--- src/rtl/refresh_pkg.sv ---
package refresh_pkg;
  localparam int unsigned ROW_W_DEF = 8;
  localparam int unsigned IVL_W_DEF = 16;
  localparam int unsigned QUE_W_DEF = 2;
endpackage

--- src/rtl/refresh_interval_timer.sv ---
module refresh_interval_timer #(
  parameter int unsigned IVL_W = refresh_pkg::IVL_W_DEF
) (
  input  logic             clk_i,
  input  logic             rst_ni,
  input  logic [IVL_W-1:0] ivl_i,
  input  logic             ivl_we_i,
  input  logic             en_i,
  output logic [IVL_W-1:0] ivl_o,
  output logic             active_o,
  output logic             tick_o
);
  logic [IVL_W-1:0] ivl_q, cnt_q;

  assign active_o = en_i && (ivl_q != '0);
  // a write cycle never ticks: the period restarts
  assign tick_o   = active_o && !ivl_we_i && (cnt_q == ivl_q - 1'b1);
  assign ivl_o    = ivl_q;

  always_ff @(posedge clk_i or negedge rst_ni) begin
    if (!rst_ni) begin
      ivl_q <= '0;
      cnt_q <= '0;
    end else if (ivl_we_i) begin
      ivl_q <= ivl_i;
      cnt_q <= '0;
    end else if (!active_o || tick_o) begin
      cnt_q <= '0;
    end else begin
      cnt_q <= cnt_q + 1'b1;
    end
  end
endmodule

--- src/rtl/refresh_req_tracker.sv ---
module refresh_req_tracker #(
  parameter int unsigned QUE_W = refresh_pkg::QUE_W_DEF
) (
  input  logic             clk_i,
  input  logic             rst_ni,
  input  logic             active_i,
  input  logic             tick_i,
  input  logic             ack_i,
  output logic             req_o,
  output logic [QUE_W-1:0] pend_o,
  output logic             take_o
);
  localparam int unsigned N_W   = QUE_W + 2;
  localparam int unsigned N_MAX = 2 ** QUE_W;  // strobe plus full queue

  logic             req_q;
  logic [QUE_W-1:0] pend_q;
  logic [N_W-1:0]   n_cur, n_nxt;

  assign take_o = ack_i && req_q;
  assign n_cur  = N_W'(req_q) + N_W'(pend_q);

  always_comb begin
    n_nxt = n_cur - N_W'(take_o) + N_W'(tick_i);
    if (n_nxt > N_W'(N_MAX)) n_nxt = N_W'(N_MAX);
    if (!active_i) n_nxt = '0;
  end

  always_ff @(posedge clk_i or negedge rst_ni) begin
    if (!rst_ni) begin
      req_q  <= 1'b0;
      pend_q <= '0;
    end else begin
      req_q  <= (n_nxt != '0);
      pend_q <= (n_nxt == '0) ? '0 : QUE_W'(n_nxt - 1'b1);
    end
  end

  assign req_o  = req_q;
  assign pend_o = pend_q;
endmodule

--- src/rtl/refresh_row_ctr.sv ---
module refresh_row_ctr #(
  parameter int unsigned ROW_W = refresh_pkg::ROW_W_DEF
) (
  input  logic             clk_i,
  input  logic             rst_ni,
  input  logic             step_i,
  output logic [ROW_W-1:0] row_o
);
  logic [ROW_W-1:0] row_q;

  always_ff @(posedge clk_i or negedge rst_ni) begin
    if (!rst_ni)     row_q <= '0;
    else if (step_i) row_q <= row_q + 1'b1;
  end

  assign row_o = row_q;
endmodule

--- src/rtl/refresh_gen.sv ---
module refresh_gen #(
  parameter int unsigned ROW_W = refresh_pkg::ROW_W_DEF,
  parameter int unsigned IVL_W = refresh_pkg::IVL_W_DEF,
  parameter int unsigned QUE_W = refresh_pkg::QUE_W_DEF
) (
  input  logic             clk_i,
  input  logic             rst_ni,
  input  logic [IVL_W-1:0] ivl_i,
  input  logic             ivl_we_i,
  input  logic             en_i,
  input  logic             ack_i,
  output logic [ROW_W-1:0] row_o,
  output logic             req_o,
  output logic [QUE_W-1:0] pend_o
);
  logic [IVL_W-1:0] ivl_q;
  logic             active, tick, take;

  refresh_interval_timer #(.IVL_W(IVL_W)) u_timer (
    .clk_i(clk_i), .rst_ni(rst_ni), .ivl_i(ivl_i), .ivl_we_i(ivl_we_i),
    .en_i(en_i), .ivl_o(ivl_q), .active_o(active), .tick_o(tick)
  );

  refresh_req_tracker #(.QUE_W(QUE_W)) u_track (
    .clk_i(clk_i), .rst_ni(rst_ni), .active_i(active), .tick_i(tick),
    .ack_i(ack_i), .req_o(req_o), .pend_o(pend_o), .take_o(take)
  );

  refresh_row_ctr #(.ROW_W(ROW_W)) u_row (
    .clk_i(clk_i), .rst_ni(rst_ni), .step_i(take), .row_o(row_o)
  );
endmodule

--- config.mk ---
export PLATFORM = sky130hd
export DESIGN_NAME = refresh_gen
export DESIGN_NICKNAME = d
export VERILOG_FILES = /design/src/rtl/refresh_pkg.sv /design/src/rtl/refresh_interval_timer.sv /design/src/rtl/refresh_req_tracker.sv /design/src/rtl/refresh_row_ctr.sv /design/src/rtl/refresh_gen.sv
export SDC_FILE = /design/constraint.sdc
export NUM_CORES = 1
export LEC_CHECK = 0
export ABC_CLOCK_PERIOD_IN_PS = 3400
export BUFFER_PORTS_ARGS = -buffer_cell sky130_fd_sc_hd__buf_2
export CAP_MARGIN = 20
export CORE_ASPECT_RATIO = 1.2
export CORE_UTILIZATION = 48
export CTS_BUF_LIST = sky130_fd_sc_hd__clkbuf_4 sky130_fd_sc_hd__clkbuf_8
export DETAILED_ROUTE_END_ITERATION = 8
export PLACE_DENSITY_LB_ADDON = 0.3
export SLEW_MARGIN = 0
export SYNTH_ARGS = -nofsm -noshare
export SYNTH_HDL_FRONTEND = slang
export SYNTH_SLANG_ARGS = --single-unit
--- constraint.sdc ---
create_clock -name clk_i -period 3.4 [get_ports clk_i]
set_input_delay 0.17 -clock clk_i [delete_from_list [all_inputs] [get_ports clk_i]]
set_output_delay 0.17 -clock clk_i [all_outputs]
set_load 0.02 [all_outputs]
==> metrics.txt <==
Final Hold Vio Count 0; worst hold path class input port to async pin; register bit total from synthesis 43; share of the synthesized area in the top cell type 0.416; first-pass GRT wire length 9270 um; highest clock rate 310 MHz; Core ar. 5040 um2; met3 usage 0.0352; Synth Cell Area around 2600 um2; Synth Instances 255; maximum fanout along the worst path 6; global-route usage over all layers 0.205; Worst Setup Start Kind register; maximum root-to-sink buffer count 2; cell mode on critical path or4_4; busiest grt layer met2; ys async rst share 1.00; Ys Warns 0; Cell Area, Placed 2830 um2; Mean Syn Cell Area 10.2 um2; Slew Limit Fails 0; Vias/cell approximately 5.7; crit path from u_timer.ivl_o[9]; CP Data Required Time 3.56 ns; Final nets between 300 and 400; leak pwr between 1 and 1.5 nW; critical path cell sequence or4_4, or4_4, nor4_1, nor4_2, nand4_1, nor2_1, ha_1, fa_1, o31ai_2, a21oi_1; die width 69.0 um; pre-CTS setup slack roughly 0.021 ns; WL per Instance 15.3 um; Slew HR 0.377; WP data arrival 3.39 ns; worst hold slack roughly 0.013 ns; cell area after layout 2960 um2; Final ANT Viol Nets 0; reg2reg start u_timer.ivl_o[9]; Starting Density 0.513; Final Instance Count excl. Fillers between 300 and 400; Die ar. between 5000 and 6000 um2; Slowest cell on crit path or4_4; Seq/Total Area, Yosys 0.416; RSZ-0062 raised after global routing no; CTS root buf clkbuf_8; Final Core Density 0.586; Max Cap Viol 0; met1 Track Usage GR 0.237; post-synthesis cell type count 49; Peak supply drop 0.000213 V; DRT iter0 DRCs approximately 80; Total Wirelength between 5000 and 6000 um; number of flops mapped to enable cells by yosys 0; Worst Max-Slew Pin Slew a little over 0.9 ns; Yosys top cell by area dfrtp_1; clk slew on worst S/H paths ~0.080 ns; vias in the first global route 2,021; CTS tree yes; initial antenna violation count 0; grt ovf 0; Final Critical Period approximately 3.2 ns; DRC Markers 0; slowest stage delay, CP 0.52 ns; critical path class register to register; commonest non-fill, non-tap cell in the layout dfrtp_1; commonest non-fill, non-tap cells in the layout dfrtp_1 (43), buf_2 (31), nor2_1 (26); PortBufs 31; clk sinks 43; Area growth syn-to-layout 14.3%; Final TNS setup 0 ns; layout cells sized above 1 0.258; Cells after DPL 344; pin count of the biggest net entering global routing 44; vias post-DR 2,014; final setup fails 0; CP Capture Type register; Syn Nets ~290; top cells by area, synth dfrtp_1 (42%), xnor2_1 (6.8%), xor2_1 (6.8%); status completed; worst skew pair latency 0.29 ns; CTS HTree Levels 2; Top-Level Pins 32; pwr dens 524 nW/um2; total power draw approximately 1.6 mW; Final Cycle Share 0.949; Initial DRT Pass Iterations 4; CTS buffer count 5; RD Place Congestion 0.880; Layout Skew 0.00717 ns; setup slack after layout about 0.17 ns; Die H 82.4 um; GR Layer Usage met2 0.366; Main synth FF type dfrtp_1; n_diodes 0; row cnt 28; HPWL after DPL 4050 um
## worst max-delay path: cells and delay by family (launching register included)
kind / cells / cell delay, ns
DFF: 1 / 0.46
and+or+nand+nor: 6 / 1.50
AOI/OAI and AO/OA: 2 / 0.49
adders and majority gates: 2 / 0.64
## worst paths after layout
kind,endpoint,slack (ns),cells past startpoint
hold / removal,u_timer.ivl_o[14],0.01,1
setup reg to reg,u_track.pend_o[1],0.17,10
setup / recovery,u_track.pend_o[1],0.17,10
min in group clk_i,u_timer.ivl_o[11],0.10,2
hold reg to reg,u_row.row_o[7],0.48,1
max in group asynchronous,u_row.row_o[5],2.80,1
## layout make-up
class	instances	area, um2
multi-input combinational	190	1450
timing repair buffer	41	230
inverter	10	37.5
clock buffer	6	82.6
tap	60	75.1
clock inverter	1	5.00
sequential	43	1080
fill	452	2090
## cell families (layout without fill, tap and decap cells)
family          after synthesis  count (layout)  synth area share
simple gates                 93              93             0.202
compound gates               31              31            0.0836
buf+inv                      22              58            0.0382
mux                          14              14            0.0609
fa+ha+maj                    11              11            0.0561
flops                        43              43             0.416
xor+xnor                     41              41             0.144
## Yosys cell counts, drive strengths merged, types with 4 or more instances
cell    count
xor2       20
a21oi       8
nand4       9
ha         10
o21ai       6
mux2       14
nand2      12
clkbuf      9
nor4        7
dfrtp      43
nor2       26
inv        10
xnor2      20
or4         4
nand3      11
## power by group
group          switching [mW]  total [mW]  internal (mW)
sequential             0.0720       0.651          0.579
combinational           0.323       0.575          0.252
clock                   0.165       0.324          0.159
total                   0.560        1.55          0.991
## routing by layer
| metal | part of all wire | vias up |
|---|---|---|
| met5 | 0 | - |
| met3 | 0.029 | 13 |
| met2 | 0.51 | 43 |
| met1 | 0.44 | 979 |
| li1 | - | 979 |
| met4 | 0.023 | 0 |
## timing repair
| item | in CTS | in global routing |
|---|---|---|
| hold buffers | 0 | 0 |
| pin swaps | 0 | 2 |
| gates resized for setup | 1 | 6 |
| endpoints found under the setup margin | 1 | 3 |
| buffers inserted | 0 | 0 |
## flip-flops by register name, indices dropped and copies added, names as in the netlist
name	count
u_track.pend_o	2
u_timer.ivl_o	16
u_track.req_o	1
u_timer.cnt_q	16
u_row.row_o	8
Note: power is estimated with default switching activity, not from simulation.
